$ cat config.mk
export PLATFORM = sky130hd
export DESIGN_NAME = can_irq_unit
export DESIGN_NICKNAME = d
export VERILOG_FILES = /design/src/rtl/can_irq_pkg.sv /design/src/rtl/can_irq_ctrl.sv /design/src/rtl/can_irq_dp.sv /design/src/rtl/can_irq_unit.sv
export SDC_FILE = /design/constraint.sdc
export NUM_CORES = 1
export LEC_CHECK = 0
export BUFFER_PORTS_ARGS = -buffer_cell sky130_fd_sc_hd__buf_2
export CORE_UTILIZATION = 53
export CTS_CLUSTER_DIAMETER = 200
export DETAILED_ROUTE_END_ITERATION = 8
export PLACE_DENSITY = 0.91
export SYNTH_ARGS = -nofsm -noshare
export SYNTH_HDL_FRONTEND = slang
export SYNTH_HIERARCHICAL = 1
export SYNTH_SLANG_ARGS = --single-unit
export TNS_END_PERCENT = 50
$ cat constraint.sdc
create_clock -name clk -period 2.2 [get_ports clk]
set_input_delay 0.33 -clock clk [delete_from_list [all_inputs] [get_ports clk]]
set_output_delay 0.33 -clock clk [all_outputs]
set_load 0.03 [all_outputs]
$ cat src/rtl/can_irq_pkg.sv
package can_irq_pkg;

  localparam int NUM_SRC = 9;

  localparam int BIT_RX      = 0;
  localparam int BIT_TX      = 1;
  localparam int BIT_WARN    = 2;
  localparam int BIT_OVERRUN = 3;
  localparam int BIT_TSOVFL  = 4;
  localparam int BIT_PASSIVE = 5;
  localparam int BIT_ARBLOST = 6;
  localparam int BIT_BUSERR  = 7;
  localparam int BIT_IDLE    = 8;

  localparam logic ADDR_STATUS = 1'b0;
  localparam logic ADDR_ENABLE = 1'b1;

  typedef enum logic [2:0] {
    TRIG_LEVEL,
    TRIG_RISE,
    TRIG_TOGGLE,
    TRIG_TOGGLE_PAIR,
    TRIG_PULSE
  } trigKind_e;

  typedef struct packed {
    logic [NUM_SRC-1:0] hit;
    logic               rdClear;
    logic               enWrite;
  } irqStrobe_t;

  function automatic trigKind_e kindOf(int idx);
    case (idx)
      BIT_RX:      return TRIG_LEVEL;
      BIT_TX:      return TRIG_RISE;
      BIT_WARN:    return TRIG_TOGGLE_PAIR;
      BIT_OVERRUN: return TRIG_RISE;
      BIT_PASSIVE: return TRIG_TOGGLE;
      default:     return TRIG_PULSE;
    endcase
  endfunction

endpackage

$ cat src/rtl/can_irq_ctrl.sv
module can_irq_ctrl
  import can_irq_pkg::*;
(
  input  logic               clk,
  input  logic               rstN,
  input  logic [NUM_SRC-1:0] srcVec,
  input  logic               pairIn,
  input  logic               regAddr,
  input  logic               regRdEn,
  input  logic               regWrEn,
  output irqStrobe_t         strobe
);

  logic [NUM_SRC-1:0] hitVec;

  for (genvar i = 0; i < NUM_SRC; i++) begin : g_src
    localparam trigKind_e KIND = kindOf(i);
    if (KIND == TRIG_LEVEL || KIND == TRIG_PULSE) begin : g_direct
      assign hitVec[i] = srcVec[i];
    end else if (KIND == TRIG_RISE) begin : g_rise
      logic prevQ;
      always_ff @(posedge clk or negedge rstN) begin
        if (!rstN) prevQ <= 1'b0;
        else       prevQ <= srcVec[i];
      end
      assign hitVec[i] = srcVec[i] & ~prevQ;
    end else if (KIND == TRIG_TOGGLE) begin : g_toggle
      logic prevQ;
      always_ff @(posedge clk or negedge rstN) begin
        if (!rstN) prevQ <= 1'b0;
        else       prevQ <= srcVec[i];
      end
      assign hitVec[i] = srcVec[i] ^ prevQ;
    end else begin : g_pair
      logic prevQ;
      logic prevPairQ;
      always_ff @(posedge clk or negedge rstN) begin
        if (!rstN) begin
          prevQ     <= 1'b0;
          prevPairQ <= 1'b0;
        end else begin
          prevQ     <= srcVec[i];
          prevPairQ <= pairIn;
        end
      end
      assign hitVec[i] = (srcVec[i] ^ prevQ) | (pairIn ^ prevPairQ);
    end
  end

  always_comb begin
    strobe.hit     = hitVec;
    strobe.rdClear = regRdEn && (regAddr == ADDR_STATUS);
    strobe.enWrite = regWrEn && (regAddr == ADDR_ENABLE);
  end

endmodule

$ cat src/rtl/can_irq_dp.sv
module can_irq_dp
  import can_irq_pkg::*;
(
  input  logic               clk,
  input  logic               rstN,
  input  irqStrobe_t         strobe,
  input  logic               regAddr,
  input  logic [NUM_SRC-1:0] regWrData,
  output logic [NUM_SRC-1:0] statusWord,
  output logic [NUM_SRC-1:0] enWord,
  output logic [NUM_SRC-1:0] regRdData,
  output logic               irqOut
);

  always_ff @(posedge clk or negedge rstN) begin
    if (!rstN)               enWord <= '0;
    else if (strobe.enWrite) enWord <= regWrData;
  end

  for (genvar i = 0; i < NUM_SRC; i++) begin : g_bit
    if (kindOf(i) == TRIG_LEVEL) begin : g_level
      assign statusWord[i] = strobe.hit[i] & enWord[i];
    end else begin : g_latch
      logic stickyQ;
      always_ff @(posedge clk or negedge rstN) begin
        if (!rstN)                          stickyQ <= 1'b0;
        else if (strobe.hit[i] && enWord[i]) stickyQ <= 1'b1;
        else if (strobe.rdClear)            stickyQ <= 1'b0;
      end
      assign statusWord[i] = stickyQ;
    end
  end

  assign regRdData = (regAddr == ADDR_ENABLE) ? enWord : statusWord;
  assign irqOut    = |statusWord;

endmodule

$ cat src/rtl/can_irq_unit.sv
module can_irq_unit
  import can_irq_pkg::*;
(
  input  logic               clk,
  input  logic               rstN,
  input  logic               rxPending,
  input  logic               txReleased,
  input  logic               warnStatus,
  input  logic               busOffStatus,
  input  logic               overrunStatus,
  input  logic               errPassive,
  input  logic               arbLostPulse,
  input  logic               busErrPulse,
  input  logic               tsOvflPulse,
  input  logic               idlePulse,
  input  logic               regAddr,
  input  logic               regRdEn,
  input  logic               regWrEn,
  input  logic [NUM_SRC-1:0] regWrData,
  output logic [NUM_SRC-1:0] regRdData,
  output logic               irqOut
);

  logic [NUM_SRC-1:0] srcVec;
  logic [NUM_SRC-1:0] statusWord;
  logic [NUM_SRC-1:0] enWord;
  irqStrobe_t         strobe;

  always_comb begin
    srcVec              = '0;
    srcVec[BIT_RX]      = rxPending;
    srcVec[BIT_TX]      = txReleased;
    srcVec[BIT_WARN]    = warnStatus;
    srcVec[BIT_OVERRUN] = overrunStatus;
    srcVec[BIT_TSOVFL]  = tsOvflPulse;
    srcVec[BIT_PASSIVE] = errPassive;
    srcVec[BIT_ARBLOST] = arbLostPulse;
    srcVec[BIT_BUSERR]  = busErrPulse;
    srcVec[BIT_IDLE]    = idlePulse;
  end

  can_irq_ctrl ctrl_i (
    .clk     (clk),
    .rstN    (rstN),
    .srcVec  (srcVec),
    .pairIn  (busOffStatus),
    .regAddr (regAddr),
    .regRdEn (regRdEn),
    .regWrEn (regWrEn),
    .strobe  (strobe)
  );

  can_irq_dp dp_i (
    .clk        (clk),
    .rstN       (rstN),
    .strobe     (strobe),
    .regAddr    (regAddr),
    .regWrData  (regWrData),
    .statusWord (statusWord),
    .enWord     (enWord),
    .regRdData  (regRdData),
    .irqOut     (irqOut)
  );

endmodule

==> key figures <==
Status
  – Status: finished clean

Job
  – Maxcap violations: 0

Clock network
  – Worst-Skew Late Latency: 0.31 ns
  – Worst-path clk slew: 0.12 ns
  – Clk sinks: 22
  – Root Buffer: clkbuf_4
  – CTS buffer count: 3
  – CTS tree: done
  – Clk buf depth: 2
  – H-tree Lvls: 1

Route
  – Post-route ant nets: 0
  – Met3 wire len: 97 µm
  – Top Metal Used: met4
  – Met1 WL: 795 µm
  – Initial drt markers: 7
  – Met2 wire len: 965 µm
  – Detailed-route via count: 724
  – DR pass1 iterations: 4
  – WL final: 1873 µm
  – Via density: 4.925
  – Post-route DRC: 0
  – Wirelength per Cell: 12.74 µm

Power and ir drop
  – Worst vdd ir: 0.5546 mV
  – Leak: 0.6103 nW
  – Pwr/cell area: 859.9 mW/mm²

Setup path
  – Cell Chain, Critical Path: nor4_1 -> nand3b_1 -> buf_2
  – Crit start category: flop
  – Delay of the slowest cell on the worst path: 0.41 ns
  – Worst Path Arrival: 1.35 ns
  – CP Class: flop to output pin
  – RR Startpoint: ctrl_i/g_src[2].g_pair.prevQ
  – Worst-path fanout max: 2
  – Kind of cell adding the most delay to the critical path: simple AND/OR/NAND/NOR gates
  – Slowest cell on the critical path: dfrtp_1
  – Worst Setup End Kind: output pin
  – Crit path launch: dp_i/g_bit[1].g_latch.stickyQ
  – Buf+Inv Stages, Crit Path: 1
  – Worst EP required: 1.87 ns

Global routing
  – Tot GR Track Use: 20.87%
  – Initial antenna violation count: 0
  – First-pass GRT wire length: 2932 µm
  – GR Overflow Total: 0
  – Largest net degree at the start of global routing: 23
  – Vias in the first global route: 692

Place
  – GPL Wtd Cong: 0.7872
  – Port-buffer cells: 33
  – Place WS: 0.5801 ns
  – HPWL Detailed: 1423 µm

STA
  – Fin crit share: 76.25%
  – Max Clock Freq: 596.2 MHz
  – TNS Setup: 0 ns
  – RSZ-0062 raised after global routing: no
  – Min Tclk post-route: 1.677 ns
  – Max Slew Vio Count: 0
  – Worst slew pin tran: 0.5844 ns
  – Max_slew headroom: 61.04%
  – Max Clock Skew: 0.006560 ns
  – Fin. Hold Viols: 0
  – Worst setup margin: 0.5226 ns
  – Final Setup Violations: 0

Logic synthesis
  – Syn nets: 115
  – Post-Syn Instances: 91
  – Mapped Area: 0.001005 mm²
  – Syn avg cell area: 11.04 µm²
  – YS warnings: 6

Final layout
  – # fillers: 141
  – N_diodes: 0
  – Layout cell share with drive strength beyond 1: 37.70%
  – Nets: 147
  – Area grow syn2layout: 19.80%

Die
  – Effective utilization at floorplan: 57.56%
  – CORE AREA: 0.001745 mm²
  – Site Rows: 15
  – Die width: 45.54 µm
  – Die H: 45.54 µm
  – Number of top-level pins: 34
  – Die footprint: 0.002074 mm²

Worst hold path
  – Worst min path class: primary input to flop
  – Worst min-delay path startpoint: overrunStatus
-- stage by stage --
step / power, mW / hold WS [ns] / std cells / instance area (µm²) / utilization, %
3_5_place_dp: 0.7345 / 0.3149 / 142 / 1141 / 65.38
2_1_floorplan: 0.6614 / 0.03441 / 91 / 1005 / -
4_1_cts: 1.050 / 0.1057 / 147 / 1204 / 68.96
6_report: 1.035 / 0.1210 / 147 / 1204 / 68.96
5_1_grt: 1.093 / 0.09000 / 147 / 1204 / 68.96
3_3_place_gp: 0.7236 / 0.3075 / 142 / 1141 / 65.38
-- worst register-to-register path: cells and delay by family, from the launching register on --
kind | cells | cell delay [ns]
flops | 1 | 0.40
simple gates | 2 | 0.12
xor+xnor | 1 | 0.15
compound gates | 1 | 0.07
-- final timing paths --
kind / to / slack [ns] / cells after the start
min in group asynchronous: dp_i/g_bit[4].g_latch.stickyQ / 0.49 / 2
worst max register to register: dp_i/g_bit[2].g_latch.stickyQ / 1.34 / 4
max in group asynchronous: ctrl_i/g_src[5].g_toggle.prevQ / 1.38 / 2
worst min register to register: dp_i/g_bit[4].g_latch.stickyQ / 0.53 / 2
worst min-delay path: ctrl_i/g_src[3].g_rise.prevQ / 0.12 / 1
worst max-delay path: irqOut / 0.52 / 3
-- state kept, by name, indices dropped and copies added (netlist names) --
| name | cells |
|---|---|
| dp_i/enWord | 9 |
| dp_i/g_bit.g_latch.stickyQ | 8 |
| ctrl_i/g_src.g_rise.prevQ | 2 |
| ctrl_i/g_src.g_pair.prevPairQ | 1 |
| ctrl_i/g_src.g_pair.prevQ | 1 |
| ctrl_i/g_src.g_toggle.prevQ | 1 |
-- cell usage in the layout, fill, tap and decap left out --
cell           instances
and2_1                 2
xnor2_1                2
mux2_4                 9
clkbuf_4               3
xor2_1                 1
o21ai_0               16
nand3b_1               1
bufinv_16              1
dlygate4sd3_1          1
nand2_1               17
nor2b_1                3
inv_1                  8
o21a_1                 1
nor4_1                 2
buf_2                 33
dfrtp_1               22
-- per-layer routing --
metal  GRT usage [%]  vias up
met5               0        -
met4           9.091        0
met3           8.730        2
met2           33.71       21
met1           24.04      346
li1                -      355
-- repair_timing --
item,4_1_cts,5_1_grt
gates resized for setup,0,0
hold buffers,1,0
hold endpoints to repair,22,0
setup buffers,0,0
-- area by class of cell --
cell class                      instances  area (µm²)  share of cell area (%)
Sequential cell                        22       550.5                   45.74
Timing Repair Buffer                   34       175.2                   14.55
Inverter                                8       30.03                   2.495
Clock buffer                            3       22.52                   1.871
Multi-Input combinational cell         54       364.1                   30.25
Clock inverter                          1       30.03                   2.495
Tap cell                               25       31.28                   2.599
-- power by group --
group / switching, mW / total (mW) / internal, mW / leakage [nW]
logic: 0.131 / 0.228 / 0.0975 / 0.326
registers: 0.0385 / 0.499 / 0.461 / 0.256
clock network: 0.123 / 0.308 / 0.184 / 0.0279
total: 0.293 / 1.04 / 0.742 / 0.610
Note: power is estimated with default switching activity, not from simulation.
